## src/rtl/aclk_pkg.sv

```systemverilog
package aclk_pkg;

  localparam int RATE_W = 3;
  localparam int CNT_W  = 10;
  localparam int DIV_W  = 3;

  localparam logic [RATE_W-1:0] RATE_IDLE = 3'b111;

  typedef struct packed {
    logic load;   // restart counter with the next configuration
    logic quiet;  // next configuration is reserved: hold clocks low
  } strobe_t;

  function automatic logic [CNT_W-1:0] ratioOf(input logic [RATE_W-1:0] code);
    case (code)
      3'd0:    ratioOf = CNT_W'(128);
      3'd1:    ratioOf = CNT_W'(192);
      3'd2:    ratioOf = CNT_W'(256);
      3'd3:    ratioOf = CNT_W'(384);
      3'd4:    ratioOf = CNT_W'(512);
      3'd5:    ratioOf = CNT_W'(768);
      default: ratioOf = '0;
    endcase
  endfunction

  function automatic logic [DIV_W-1:0] divOf(input logic [RATE_W-1:0] code,
                                             input logic dsp);
    if (dsp)
      divOf = DIV_W'(1);
    else if (code <= 3'd1)
      divOf = DIV_W'(2);
    else
      divOf = DIV_W'(4);
  endfunction

endpackage

```

## src/rtl/aclk_ctrl.sv

```systemverilog
module aclk_ctrl
  import aclk_pkg::*;
#(
  parameter int WL_W = 6
) (
  input  logic              mclk,
  input  logic              rstN,
  input  logic [RATE_W-1:0] rateCode,
  input  logic              dspMode,
  input  logic [WL_W-1:0]   wordLen,
  input  logic              lastCycle,
  output strobe_t           strobe,
  output logic [CNT_W-1:0]  curRatio,
  output logic [CNT_W-1:0]  nextRatio,
  output logic [DIV_W-1:0]  nextDiv,
  output logic              cfgErr
);

  localparam logic [WL_W-1:0] WL_LIM_128 = WL_W'(16);
  localparam logic [WL_W-1:0] WL_LIM_192 = WL_W'(24);

  logic [RATE_W-1:0] activeCode;
  logic              activeDsp;
  logic [RATE_W-1:0] nextCode;
  logic              nextDsp;
  logic              idle;
  logic              errNow;

  assign curRatio = ratioOf(activeCode);
  assign idle     = (curRatio == '0);

  always_comb begin
    strobe.load  = idle | lastCycle;
    nextCode     = strobe.load ? rateCode : activeCode;
    nextDsp      = strobe.load ? dspMode  : activeDsp;
    nextRatio    = ratioOf(nextCode);
    nextDiv      = divOf(nextCode, nextDsp);
    strobe.quiet = (nextRatio == '0);
  end

  // Word-length budget of the multiplexed slots
  always_comb begin
    errNow = (ratioOf(rateCode) == '0);
    if (dspMode && rateCode == 3'd0 && wordLen > WL_LIM_128) errNow = 1'b1;
    if (dspMode && rateCode == 3'd1 && wordLen > WL_LIM_192) errNow = 1'b1;
  end

  always_ff @(posedge mclk or negedge rstN) begin
    if (!rstN) begin
      activeCode <= RATE_IDLE;
      activeDsp  <= 1'b0;
      cfgErr     <= 1'b0;
    end else begin
      activeCode <= nextCode;
      activeDsp  <= nextDsp;
      cfgErr     <= errNow;
    end
  end

  // configuration is frozen between frame boundaries
  a_r8_hold_cfg: assert property (@(posedge mclk) disable iff (!rstN)
    !strobe.load |=> ($stable(activeCode) && $stable(activeDsp)));

  // oversized word in the 128 and 192 multiplexed modes is flagged
  a_r5_wl_128: assert property (@(posedge mclk) disable iff (!rstN)
    (dspMode && rateCode == 3'd0 && wordLen > WL_LIM_128) |=> cfgErr);
  a_r5_wl_192: assert property (@(posedge mclk) disable iff (!rstN)
    (dspMode && rateCode == 3'd1 && wordLen > WL_LIM_192) |=> cfgErr);

endmodule

```

## src/rtl/aclk_dp.sv

```systemverilog
module aclk_dp
  import aclk_pkg::*;
(
  input  logic             mclk,
  input  logic             rstN,
  input  strobe_t          strobe,
  input  logic [CNT_W-1:0] curRatio,
  input  logic [CNT_W-1:0] nextRatio,
  input  logic [DIV_W-1:0] nextDiv,
  output logic             lastCycle,
  output logic             bitClk,
  output logic             bitTick,
  output logic             frameClk,
  output logic             frameTick
);

  logic [CNT_W-1:0] cnt;
  logic [CNT_W-1:0] cntNext;
  logic [DIV_W-1:0] phase;

  assign lastCycle = (curRatio != '0) && (cnt == curRatio - CNT_W'(1));
  assign cntNext   = strobe.load ? '0 : cnt + CNT_W'(1);
  assign phase     = cntNext[DIV_W-1:0] & (nextDiv - DIV_W'(1));

  always_ff @(posedge mclk or negedge rstN) begin
    if (!rstN) begin
      cnt       <= '0;
      bitClk    <= 1'b0;
      bitTick   <= 1'b0;
      frameClk  <= 1'b0;
      frameTick <= 1'b0;
    end else begin
      cnt <= cntNext;
      if (strobe.quiet) begin
        bitClk    <= 1'b0;
        bitTick   <= 1'b0;
        frameClk  <= 1'b0;
        frameTick <= 1'b0;
      end else begin
        frameClk  <= (cntNext < (nextRatio >> 1));
        frameTick <= (cntNext == '0);
        bitTick   <= (phase == '0);
        bitClk    <= (nextDiv == DIV_W'(1)) ? 1'b1 : (phase < (nextDiv >> 1));
      end
    end
  end

  // a frame never starts in the middle of a bit period
  a_r7_aligned: assert property (@(posedge mclk) disable iff (!rstN)
    frameTick |-> bitTick);

  // each frame opens with the left half
  a_r4_left_first: assert property (@(posedge mclk) disable iff (!rstN)
    frameTick |-> frameClk);

  // frames are far longer than one cycle, so frame pulses never repeat back to back
  a_r1_single_pulse: assert property (@(posedge mclk) disable iff (!rstN)
    frameTick |=> !frameTick);

  // a reserved configuration silences every clock output
  a_r6_quiet: assert property (@(posedge mclk) disable iff (!rstN)
    strobe.quiet |=> (!bitClk && !bitTick && !frameClk && !frameTick));

endmodule

```

## src/rtl/audio_clkgen.sv

```systemverilog
module audio_clkgen
  import aclk_pkg::*;
#(
  parameter int WL_W = 6
) (
  input  logic              mclk,
  input  logic              rstN,
  input  logic [RATE_W-1:0] rateCode,
  input  logic              dspMode,
  input  logic [WL_W-1:0]   wordLen,
  output logic              bitClk,
  output logic              bitTick,
  output logic              frameClk,
  output logic              frameTick,
  output logic              cfgErr
);

  strobe_t          strobe;
  logic [CNT_W-1:0] curRatio;
  logic [CNT_W-1:0] nextRatio;
  logic [DIV_W-1:0] nextDiv;
  logic             lastCycle;

  aclk_ctrl #(.WL_W(WL_W)) u_ctrl (
    .mclk      (mclk),
    .rstN      (rstN),
    .rateCode  (rateCode),
    .dspMode   (dspMode),
    .wordLen   (wordLen),
    .lastCycle (lastCycle),
    .strobe    (strobe),
    .curRatio  (curRatio),
    .nextRatio (nextRatio),
    .nextDiv   (nextDiv),
    .cfgErr    (cfgErr)
  );

  aclk_dp u_dp (
    .mclk      (mclk),
    .rstN      (rstN),
    .strobe    (strobe),
    .curRatio  (curRatio),
    .nextRatio (nextRatio),
    .nextDiv   (nextDiv),
    .lastCycle (lastCycle),
    .bitClk    (bitClk),
    .bitTick   (bitTick),
    .frameClk  (frameClk),
    .frameTick (frameTick)
  );

endmodule

```

## config.mk

```make
export PLATFORM = sky130hd
export DESIGN_NAME = audio_clkgen
export DESIGN_NICKNAME = d
export VERILOG_FILES = /design/src/rtl/aclk_pkg.sv /design/src/rtl/aclk_ctrl.sv /design/src/rtl/aclk_dp.sv /design/src/rtl/audio_clkgen.sv
export SDC_FILE = /design/constraint.sdc
export NUM_CORES = 1
export LEC_CHECK = 0
export BUFFER_PORTS_ARGS = -buffer_cell sky130_fd_sc_hd__buf_2
export CORE_MARGIN = 2
export CORE_UTILIZATION = 50
export CTS_CLUSTER_DIAMETER = 200
export DETAILED_ROUTE_END_ITERATION = 16
export GPL_TIMING_DRIVEN = 1
export PLACE_DENSITY = 0.68
export SLEW_MARGIN = 30
export SYNTH_ARGS = -nofsm -noshare
export SYNTH_HDL_FRONTEND = slang
export SYNTH_SLANG_ARGS = --single-unit
```

## constraint.sdc

```tcl
create_clock -name mclk -period 4.6 [get_ports mclk]
set_input_delay 0.69 -clock mclk [delete_from_list [all_inputs] [get_ports mclk]]
set_output_delay 0.69 -clock mclk [all_outputs]
set_load 0.02 [all_outputs]
```

# After elaboration in Yosys (flattened, before gate mapping)
# Cells that the tools add are included.
# word_totals
latch_bits	0
inputBits	12
register_bits	19
ramBits	0
n_memories	0
mem_bits_ro	0
# op_classes
magnitude_cmp	5
multipliers	0
shifts	0
bitwise	2
reduce_logical	14
div_mod_pow	0
add_sub_neg	3
eq_ne	17
mux	15
# op_table
operator	count
$pmux 10 s6	3
$logic_not 10->1	4
$eq 3x2->1 const B	6
$eq 3x3->1 const B	6
$eq 3x1->1 const B	4
$gt 6x5->1 const B	2
$logic_not 3->1	4
$add 10x1->10 const B	1
$eq 10x10->1	1
$lt 10x9->1	1
$mux 10	1
$reduce_bool 10->1	1
$sub 10x1->10 const B	1
$mux 3	3
$mux 1	8
$logic_and 1x1->1	5
$and 3x3->3	1
$le 3x1->1 const B	1
$lt 3x2->1	1
$sub 3x1->3 const B	1
$or 1x1->1	1

# Longest topological paths before layout
# depth
word_depth	15
depth_mapped	16

# Hierarchy
# From an unflattened synthesis, not the netlist that was laid out.
# hier_totals
cells_unflattened	214
hier_area_um2	1794.2
# modules_own_cells
module	instances	area_each_um2	cells_each	seq_area_each_um2
aclk_dp	1	1333.8	157	350.3
aclk_ctrl	1	460.4	57	128.9

# Worst setup path before layout
# OpenSTA, ideal clock, no wires.
# synth_timing
path_type	register -> register
startpoint	reg u_ctrl.activeCode[0]
endpoint	reg u_dp.frameClk
stages_incl_launch_ff	16
required_time_ps	4489
path_buffers	1
arrival_time_ps	3268
slack_ps	1220
setup_ps	111
synth_period_minus_slack_ps	3380
cell_sequence	dfstp_2 > inv_1 > a21o_1 > ha_1 > xnor2_1 > a21oi_1 > o2111ai_4 > nand2_4 > buf_12 > mux2_2 > o21bai_1 > ha_1 > o21a_1 > o21ai_0 > a211oi_2 > a2111oi_2
# synth_via
elab_chain_len	11
word_cells_on_any_way	25
classes_between	add/sub: 1; order compare: 1; eq/ne: 11; mux: 5; bitwise: 1; reduce/logical: 6
# synth_rtl
element	line_no	source
from (decl)	aclk_ctrl.sv:22	logic [RATE_W-1:0] activeCode;
from (signal assigned)	aclk_ctrl.sv:54	activeCode <= nextCode;
$eq 3x3->1, or another cell as far along	aclk_pkg.sv:15	case (code)
$pmux 10 s6	aclk_pkg.sv:15	
$sub 10x1->10	aclk_dp.sv:21	assign lastCycle = (curRatio != '0) && (cnt == curRatio - CNT_W'(1));
$eq 10x10->1	aclk_dp.sv:21	
$logic_and 1x1->1	aclk_dp.sv:21	
$or 1x1->1	aclk_ctrl.sv:33	strobe.load = idle | lastCycle;
$mux 3 (*)	aclk_ctrl.sv:34	nextCode = strobe.load ? rateCode : activeCode;
via u_ctrl.nextCode[0]	aclk_ctrl.sv:24	logic [RATE_W-1:0] nextCode;
$eq 3x3->1, or another cell as far along	aclk_pkg.sv:15	
$pmux 10 s6 (*)	aclk_pkg.sv:15	
$lt 10x9->1 / $logic_not 10->1 (equally long branches)	aclk_dp.sv:40, aclk_ctrl.sv:38	
$mux 1 (*)	aclk_dp.sv:34	if (strobe.quiet) begin
to (signal assigned)	aclk_dp.sv:40	frameClk <= (cntNext < (nextRatio >> 1));
to (decl)	aclk_dp.sv:13	output logic frameClk,
# Mark *: on every way through the listed nets, which the timed path passes. The rest lies on a longest branch.

# Worst setup path in the final report
# layout_timing
startpoint	reg u_ctrl.activeCode[0]
endpoint	reg u_dp.frameClk
# layout_via
elab_chain_len	11
word_cells_on_any_way	25
classes_between	add/sub: 1; order compare: 1; eq/ne: 11; mux: 5; bitwise: 1; reduce/logical: 6
# layout_rtl
element	line_no
$eq 3x3->1, or another cell as far along	aclk_pkg.sv:15
$pmux 10 s6 (*)	aclk_pkg.sv:15
$sub 10x1->10	aclk_dp.sv:21
$eq 10x10->1	aclk_dp.sv:21
$logic_and 1x1->1	aclk_dp.sv:21
$or 1x1->1 (*)	aclk_ctrl.sv:33
$mux 3 (*)	aclk_ctrl.sv:34
via u_ctrl.nextCode[2]	aclk_ctrl.sv:24
$eq 3x3->1, or another cell as far along	aclk_pkg.sv:15
$pmux 10 s6 (*)	aclk_pkg.sv:15
$lt 10x9->1 / $logic_not 10->1 (equally long branches)	aclk_dp.sv:40, aclk_ctrl.sv:38
$mux 1 (*)	aclk_dp.sv:34
# Marked as above.

==> impl_metrics.json <==
{
  "die_w_um": 55.2,
  "nets": 173,
  "power.total_uw": 274,
  "vias_per_cell": 5.73,
  "dpl-instance-area_mm2": 0.00138,
  "netlist_instances": 140,
  "pwr-share-seq": 0.613,
  "fill_cells": 243,
  "pwr_density_cell_mw_per_mm2": 194,
  "clk_latency_ns": 0.31,
  "start_kind": "register",
  "synth_ff_type": "dfrtp_1",
  "switchingPower_uw": 67.1,
  "timing.hold.ws_ns": 0.296,
  "first_pass_iters": 4,
  "fp.dieH_um": 55.2,
  "antenna_found_initial": 0,
  "period_needed_ns": 3.73,
  "syn_area_per_cell_um2": 9.37,
  "dp_hpwl_um": 2030,
  "cts_hold_buf": 0,
  "grt_pass1_vias": 1027,
  "row_count": 18,
  "utilization": 0.568,
  "cts_max_level": 1,
  "clk_path_buf_depth": 2,
  "p_int_uw": 207,
  "finalInstanceArea_mm2": 0.00141,
  "placed_cells": 180,
  "yosysSeqAreaShare": 0.365,
  "clkPwrFrac": 0.332,
  "final.period_utilization": 0.810,
  "drive_gt1_frac": 0.221,
  "hold_path.class": "input port to asynchronous set/reset pin",
  "detail-route-antenna-nets": 0,
  "syn_area_mm2": 0.00131,
  "gp_congestion": 0.797,
  "arrival_ns": 3.93,
  "status": "complete, no violations",
  "final_cells": 184,
  "p_comb_frac": 0.055,
  "io_pins": 17,
  "die_area_mm2": 0.00305,
  "worstSetupPathType": "register to register",
  "post-place-ws_ns": 0.882,
  "finalHoldViolations": 0,
  "ys_async_sr_fraction": 1.00,
  "rsz0062_at_grt": "false",
  "postCtsSetupBuffers": 0,
  "synth_top_cell_by_area": "dfrtp_1",
  "synthToLayoutAreaGrowth_pct": 7.35,
  "syn_nets": 158,
  "diodes": 0,
  "fmax_mhz": 268,
  "tritoncts": "built",
  "vdd_ir_drop_max_mv": 0.205,
  "fin_skew_ns": 0.00159,
  "layout_setup_ws_ns": 0.875,
  "p_leak_nw": 0.645,
  "clk_pin_slew_ns": 0.12,
  "cts-resized-gates": 0,
  "synth_edf_count": 0,
  "ys_types": 43,
  "tightestPinTransition_ns": 0.428,
  "wl_per_cell_um": 14.4,
  "setup_tns_ns": 0,
  "track_usage": 0.188,
  "root_buffer": "clkbuf_4",
  "synth.top_cells.by_area": "dfrtp_1 (31%), dfstp_2 (6.0%), ha_1 (5.7%), nor2_1 (4.3%), nand2_1 (4.0%)",
  "grt_pass1_wl_um": 4600,
  "io_buffers": 16,
  "ys_seq_elements": 19,
  "netlist.area_leader.share": 0.305,
  "max_cap_violations": 0,
  "switching_share": 0.245,
  "grt_max_degree": 22,
  "drt_iter0_drc": 16,
  "slew_viol_final": 0,
  "end_kind": "register",
  "rr_worst_depth": 14,
  "initial_core_util": 0.529,
  "yosysWarningCount": 0,
  "cts_inserted_buffers": 3,
  "max-slew-margin-rel": 0.715,
  "crit_required_ns": 4.81,
  "wl_um": 2650,
  "drc": 0,
  "cp_max_fo": 21,
  "routed-via-count": 1054,
  "cts_sinks": 19,
  "setup_viol": 0,
  "gr-total-overflow": 0,
  "fp.coreArea_mm2": 0.00248
}
[path summary, 6_finish.rpt]
path	startpoint	end	slack (ns)
max	u_ctrl.activeCode[0]$_DFF_PN1_	u_dp.frameClk$_DFF_PN0_	0.87
min	rstN	u_dp.cnt[7]$_DFF_PN0_	0.30
max reg2reg	u_ctrl.activeCode[0]$_DFF_PN1_	u_dp.frameClk$_DFF_PN0_	0.87
min reg2reg	u_dp.cnt[0]$_DFF_PN0_	u_dp.cnt[0]$_DFF_PN0_	0.57
max in group asynchronous	rstN	u_ctrl.activeCode[2]$_DFF_PN1_	3.97
min in group mclk	u_dp.cnt[0]$_DFF_PN0_	u_dp.cnt[0]$_DFF_PN0_	0.57
[final cells by class]
type                            count  area, um2  share of cell area
Timing Repair Buffer               16       80.1              0.0569
Clock buffer                        3       22.5              0.0160
Inverter                            6       22.5              0.0160
Tap cell                           30       37.5              0.0267
Sequential cell                    19        479               0.340
Multi-Input combinational cell    109        758               0.539
Clock inverter                      1       7.51             0.00533
[registers in the layout, indices dropped and copies added (netlist names)]
register           cells
u_ctrl.activeCode      3
u_ctrl.activeDsp       1
u_ctrl.cfgErr          1
u_dp.bitClk            1
u_dp.bitTick           1
u_dp.cnt              10
u_dp.frameClk          1
u_dp.frameTick         1
[layer usage]
metal,global-route usage,vias up,routed length [um]
met5,0,-,0
met4,0.0767,0,58
met2,0.316,12,1300
met3,0.0234,7,50
met1,0.244,500,1240
li1,-,535,-
[worst max-delay path, stage by stage (launching register included)]
cell and delay (ns):
dfstp_2 0.61, inv_1 0.09, a21o_1 0.16, ha_1 0.28, xnor2_1 0.12, a21oi_1 0.21, o2111ai_4 0.21, nand2_4 0.29
mux2_2 0.39, o21bai_1 0.16, ha_1 0.27, o21a_1 0.18, o21ai_0 0.25, a211oi_2 0.07, a2111oi_2 0.34
[cell usage after synthesis (all sizes together), types with 2 or more instances]
cell type and number:
o21ai 3, dfstp 3, ha 6, o31ai 2
nor2 15, nand3 8, nand2b 3, nor3 2
nand2 15, or3 3, xor2 5, inv 6
dfrtp 16, a21oi 10, clkbuf 2, nor4 2
buf 4, o21bai 2, nand4 2, xnor2 5
mux2 2, nor4b 3, mux2i 5, or2 2
[cells in the final DEF (no fill, tap or decap), types with 2 or more instances in the layout]
cell      count
buf_2        16
nand2_1      14
mux2i_1       5
ha_1          6
nor3_1        2
clkbuf_4      3
dfrtp_1      16
xor2_1        5
nand3_1       8
o31ai_1       2
nand4_1       2
or3_1         3
nor2_1       15
nor4_1        2
inv_1         6
nand2b_1      3
o21bai_1      2
a21oi_1       9
o21ai_0       3
dfstp_2       3
mux2_2        2
nor4b_1       3
or2_2         2
xnor2_1       5
[cell families after synthesis]
family / synth area share
flops: 0.365
buf+inv: 0.0563
compound gates: 0.164
simple gates: 0.235
mux: 0.0553
fa+ha+maj: 0.0573
xor+xnor: 0.0668
[power by group through the flow]
stage          logic (mW)  clock network (mW)  registers [mW]
2_1_floorplan     0.00341                   0           0.172
3_3_place_gp       0.0150                   0           0.171
3_5_place_dp       0.0152                   0           0.171
4_1_cts            0.0153              0.0942           0.168
5_1_grt            0.0172               0.103           0.168
6_report           0.0150              0.0910           0.168
(Power assumes the default switching activity.)
